===== src/rtl/sector_erase_window.sv =====
module sector_erase_window #(
  parameter int NSECT   = 16,
  parameter int WIN_CYC = 20000,
  localparam int SW = (NSECT > 1) ? $clog2(NSECT) : 1,
  localparam int CW = $clog2(WIN_CYC + 1)
) (
  input  logic             clk,
  input  logic             rst_n,
  input  logic             se_wr,
  input  logic [SW-1:0]    se_sect,
  input  logic             susp_wr,
  input  logic             oth_wr,
  output logic [NSECT-1:0] sel_map,
  output logic             erase_go,
  output logic             start_susp,
  output logic             erase_abort,
  output logic             win_closed
);

  logic          open_q;
  logic [CW-1:0] cnt;
  logic [NSECT-1:0] sect_bit;

  assign sect_bit   = {{(NSECT-1){1'b0}}, 1'b1} << se_sect;
  assign win_closed = ~open_q;

  wire expire = (cnt == CW'(WIN_CYC - 1));

  always_ff @(posedge clk or negedge rst_n) begin
    if (!rst_n) begin
      open_q      <= 1'b0;
      cnt         <= '0;
      sel_map     <= '0;
      erase_go    <= 1'b0;
      start_susp  <= 1'b0;
      erase_abort <= 1'b0;
    end else begin
      erase_go    <= 1'b0;
      erase_abort <= 1'b0;
      if (!open_q) begin
        if (se_wr) begin
          open_q  <= 1'b1;
          cnt     <= '0;
          sel_map <= sect_bit;
        end
      end else if (oth_wr) begin
        open_q      <= 1'b0;
        sel_map     <= '0;
        erase_abort <= 1'b1;
      end else if (susp_wr) begin
        open_q     <= 1'b0;
        erase_go   <= 1'b1;
        start_susp <= 1'b1;
      end else if (se_wr) begin
        cnt     <= '0;
        sel_map <= sel_map | sect_bit;
      end else if (expire) begin
        open_q     <= 1'b0;
        erase_go   <= 1'b1;
        start_susp <= 1'b0;
      end else begin
        cnt <= cnt + 1'b1;
      end
    end
  end

  AST_GO_ONE_CLOCK: assert property (@(posedge clk) disable iff (!rst_n)
    erase_go |=> !erase_go);
  AST_GO_CLOSED: assert property (@(posedge clk) disable iff (!rst_n)
    erase_go |-> win_closed);
  AST_ABORT_CLEAN: assert property (@(posedge clk) disable iff (!rst_n)
    erase_abort |-> (sel_map == '0) && win_closed && !erase_go);
  AST_SUSP_START: assert property (@(posedge clk) disable iff (!rst_n)
    (!win_closed && susp_wr && !oth_wr) |=> erase_go && start_susp);
  AST_OTHER_WINS: assert property (@(posedge clk) disable iff (!rst_n)
    (!win_closed && oth_wr) |=> erase_abort && !erase_go);
  AST_IDLE_HOLD: assert property (@(posedge clk) disable iff (!rst_n)
    (win_closed && !se_wr) |=> $stable(sel_map) && !erase_abort);
  AST_CNT_BOUND: assert property (@(posedge clk) disable iff (!rst_n)
    cnt < CW'(WIN_CYC));

endmodule


===== config.mk =====
export PLATFORM = sky130hd
export DESIGN_NAME = sector_erase_window
export DESIGN_NICKNAME = d
export VERILOG_FILES = /design/src/rtl/sector_erase_window.sv
export SDC_FILE = /design/constraint.sdc
export NUM_CORES = 1
export LEC_CHECK = 0
export BUFFER_PORTS_ARGS = -buffer_cell sky130_fd_sc_hd__buf_2
export CORE_MARGIN = 2
export CORE_UTILIZATION = 30
export CTS_BUF_LIST = sky130_fd_sc_hd__clkbuf_16
export DETAILED_ROUTE_END_ITERATION = 7
export HOLD_SLACK_MARGIN = 0.1
export PLACE_DENSITY = 0.58
export SLEW_MARGIN = 40
export SYNTH_ARGS = -nofsm -noshare
export SYNTH_HDL_FRONTEND = slang
export SYNTH_SLANG_ARGS = --single-unit

===== constraint.sdc =====
create_clock -name clk -period 1.8 [get_ports clk]
set_input_delay 0 -clock clk [delete_from_list [all_inputs] [get_ports clk]]
set_output_delay 0 -clock clk [all_outputs]
set_load 0.005 [all_outputs]

# Word level (Yosys, flattened, before mapping)
# Cells that the tools add are included.
[word_totals]
wordCells = 50
regBits = 35
output_inout_bits = 20
in_bits = 9
[classes]
shifts = 1
n_bitwise = 3
addsub = 1
n_eq_ne = 6
n_mux = 27
reduce_logical = 6
[op_table]
columns = ["cell", "count"]
rows = [
  ["15-bit two-way mux", 6],
  ["16-bit two-way mux", 5],
  ["1-bit two-way mux", 16],
  ["16-bit OR", 1],
  ["1-bit by 4-bit left shift with 16-bit output, first input constant", 1],
  ["15-bit by 1-bit adder with 15-bit output, second input constant", 1],
  ["15-bit == test, second input constant", 1],
  ["4-bit AND reduction", 2],
  ["2-bit != test, second input constant", 2],
  ["4-bit != test, second input constant", 1],
  ["2-bit nonzero test", 2],
  ["3-bit != test, second input constant", 1],
  ["3-bit AND reduction", 1],
  ["3-bit nonzero test", 1],
  ["2-bit by 1-bit != test with 1-bit output, second input constant", 1],
  ["1-bit inverter", 2],
]

# Logic depth before layout (Yosys ltp)
[logic_depth]
word_depth = 6
depth_mapped = 7
ltp_nobuf = 6

# Worst setup path before layout
# No wires, ideal clock.
[synth_path]
path_kind = "reg-to-reg"
startpoint = "register cnt[0]"
endpoint = "register cnt[2]"
period_less_slack_ps = 1697
n_path_buf = 0
path_stages_with_launch = 7
setup_time_ps = 122
required_time_ps = 1678
arrival_ps = 1575
path_slack_ps = 103
cell_sequence = "dfrtp_1 > ha_1 > and4_2 > nand4_2 > nand2_1 > mux2_2 > a32o_1"
[synth_via]
elab_chain_cells = 6
elab_cells_between_ends = 9
classes_between = "add/sub: 1; eq/ne: 2; mux: 5; reduce/logical: 1"
[synth_rtl]
columns = ["item", "line", "text"]
rows = [
  ["start: declaration", "21", "logic [CW-1:0] cnt;"],
  ["start signal: assignment", "62", "cnt <= cnt + 1'b1;"],
  ["15-bit by 1-bit adder with 15-bit output", "62", ""],
  ["15-bit two-way mux", "57", "end else if (expire) begin"],
  ["15-bit two-way mux", "54", "end else if (se_wr) begin"],
  ["15-bit two-way mux", "50", "end else if (susp_wr) begin"],
  ["15-bit two-way mux", "46", "end else if (oth_wr) begin"],
  ["15-bit two-way mux", "40", "if (!open_q) begin"],
]
# Several ways; a longest one is shown, not always the timed one. The select of a mux whose other input is x is not followed.
# A chain may end at the register's enable or synchronous reset.

# Final worst setup path
[layout_path]
startpoint = "register cnt[7]"
endpoint = "register cnt[11]"
# The elaborated chain is that of the path after synthesis.

==> results.yml <==
worst_setup_path:
  crit_chain: "buf_4 > and4_4 > nor4b_4 > nand4b_1 > a21o_1 > a21o_1"
  crit_start: "cnt[7]$_DFFE_PN0P_"
  slowest_delay_ns: 0.39
  crit_slowest_cell: "dfrtp_1"
  worst_setup_path_end_kind: "register"
  cp.arrival_ns: 1.88
  rr_startpoint: "cnt[7]$_DFFE_PN0P_"
  path_class: "register to register"
  cp_data_required_time_ns: 1.97
  cp_common_cell: "a21o_1"
  crit_fanout: 5
  startpoint_type: "register"
min_path:
  hold_class: "input port to register"
  hp-start: "se_wr"
sta:
  setup_viol: 0
  slew_headroom: 0.5748
  tightestPinTransition_ns: 0.6371
  hold_viol_final: 0
  slew_viol_final: 0
  fin_crit_ns: 1.714
  finClkSkew_ns: 0.004453
  finalCritPeriodShare: 0.9521
  max_freq_mhz: 583.5
  tns_ns: 0
cells_and_area:
  drive_above_1_share: 0.3253
  layoutNonFillerInstCount: 324
  final_cell_mix: "34 x dfrtp_1, 28 x buf_2, 27 x nand2_1"
  final_util: 0.4206
  layout_commonest_cell: "dfrtp_1"
  design_area_um2: 2505
  layout-area-overhead-vs-synth_pct: 34.00
  nNetsFinal: 258
  antenna_cells: 0
global_routing:
  antenna_found_initial: 0
  grt_pass1_wl_mm: 8.349
  globalRouteTotalUtil: 0.1494
  overflow: 0
  grt_max_degree: 18
  grt_pass1_vias: 1657
clock_network:
  clock_path_buffers: 2
  cts.sinks: 35
  cts_max_level: 2
  cts_tree: "built"
  path_clk_slew_ns: 0.06
  cts_buffers: 5
  clk_latency_ns: 0.28
  cts_root_buf: "clkbuf_16"
route:
  vias: 1691
  viasPerCell: 5.219
  drt-pass1-iter-count: 4
  wirelength_mm: 4.908
  route.detailed.drc: 0
  drt_iter0_markers: 140
  wire_per_inst_um: 15.15
  ant_nets: 0
place:
  dp_hpwl_mm: 3.633
  placed_area_um2: 2178
  place_congestion: 0.8299
  port_buffers: 28
  place_inst: 302
logic_synthesis:
  synth-edff-count: 0
  syn-num-nets: 198
  ys_warn_count: 0
  synth_area_um2: 1869
  ys_seq_elements: 35
  ys_types: 48
  synth_ff_type: "dfrtp_1"
  synth_area_per_cell_um2: 9.943
  yosysSeqAreaShare: 0.4685
  syn-instance-count: 188
  async_reset_ff_frac: 1.000
floorplanning:
  die-height_um: 82.94
  die_x_um: 82.94
  num_rows: 28
  die_area_um2: 6878
  ios: 29
  start_util: 0.3139
  core_um2: 5956
run_status:
  status: "completed"
power:
  p_per_area_nw_per_um2: 801.0
  irDropWorstVdd_uv: 370.6
  finalPower_mw: 2.006
  p_leak_nw: 1.190
run:
  cap_violations: 0
[per-layer routing]
layer  up-vias  track usage  share of wire
met5         -            0              0
met4         0      0.04173         0.0088
met3         5      0.03777          0.056
met2        47       0.2397           0.47
met1       819       0.2000           0.47
li1        820            -              -
[layout make-up]
class	count	area [µm²]
Clock buffer	5	125.1
Clock inverter	3	38.79
Fill cell	624	3451
Inverter	8	30.03
Multi-Input combinational cell	135	913.4
Sequential cell	35	877.1
Tap cell	75	93.84
Timing Repair Buffer	63	426.7
[state kept, by name, indices dropped and copies added, names as in the netlist]
register / flops
cnt: 15
erase_abort: 1
start_susp: 1
open_q: 1
sel_map: 16
erase_go: 1
[cell usage after synthesis (all sizes together), types with 3 or more instances]
cell | number | area (µm²)
dfrtp | 35 | 875.8
nand2 | 28 | 105.1
o21ai | 19 | 95.09
nand3 | 10 | 60.06
o31ai | 9 | 67.56
inv | 7 | 26.28
nor2 | 7 | 26.28
a22o | 6 | 52.55
clkbuf | 6 | 43.79
and3 | 5 | 31.28
a32o | 4 | 40.04
buf | 4 | 41.29
nand4 | 4 | 31.28
nor4 | 4 | 25.02
a21oi | 3 | 18.77
and2 | 3 | 20.02
nor3 | 3 | 15.01
nor4b | 3 | 53.80
[final timing paths]
path | endpoint | slack [ns] | cells past startpoint
worst min-delay path | cnt[11]$_DFFE_PN0P_ | 0.10 | 3
worst min register to register | sel_map[7]$_DFFE_PN0P_ | 0.47 | 2
min in group asynchronous | sel_map[10]$_DFFE_PN0P_ | 0.23 | 3
max in group asynchronous | sel_map[15]$_DFFE_PN0P_ | 0.98 | 3
worst max-delay path | cnt[11]$_DFFE_PN0P_ | 0.09 | 6
worst max register to register | cnt[11]$_DFFE_PN0P_ | 0.09 | 6
[where the power goes]
group	switching [mW]	total, mW	internal [mW]
Sequential	0.0129	0.824	0.811
Combinational	0.132	0.223	0.0914
Clock	0.314	0.959	0.645
Total	0.459	2.01	1.55
[metrics by stage]
step	worst slack (ns)	hold slack, ns
floorplan	0.1030	-0.2956
detailed placement	0.01985	-0.1746
global route	-0.02287	0.1288
global placement	0.05449	-0.1759
CTS	0.01127	0.1029
finish	0.08614	0.1047
[critical path, delay by kind of cell, from the launching register on]
kind | cells | cell delay (ns)
and+or+nand+nor | 3 | 0.69
buffers and inverters | 1 | 0.16
DFF | 1 | 0.39
AOI/OAI and AO/OA | 2 | 0.38
[what timing repair did]
| item | 4_1_cts | 5_1_grt |
|---|---|---|
| setup endpoints to repair | 1 | 13 |
| hold endpoints to repair | 41 | 0 |
| hold buffers | 8 | 0 |
| setup buffers | 0 | 6 |
| cloned | 0 | 0 |
| resized for setup | 1 | 9 |
| pin swaps | 0 | 3 |
[cells by family after synthesis]
kind of cell / Yosys count / synth area share
XOR/XNOR: 1 / 0.004686
multiplexers: 2 / 0.01138
AND/OR/NAND/NOR: 78 / 0.2497
flip-flops: 35 / 0.4685
AO/OA/AOI/OAI: 53 / 0.1975
buffers and inverters: 18 / 0.06158
adder cells (fa/ha/maj): 1 / 0.006692
Note: power is estimated with default switching activity, not from simulation.
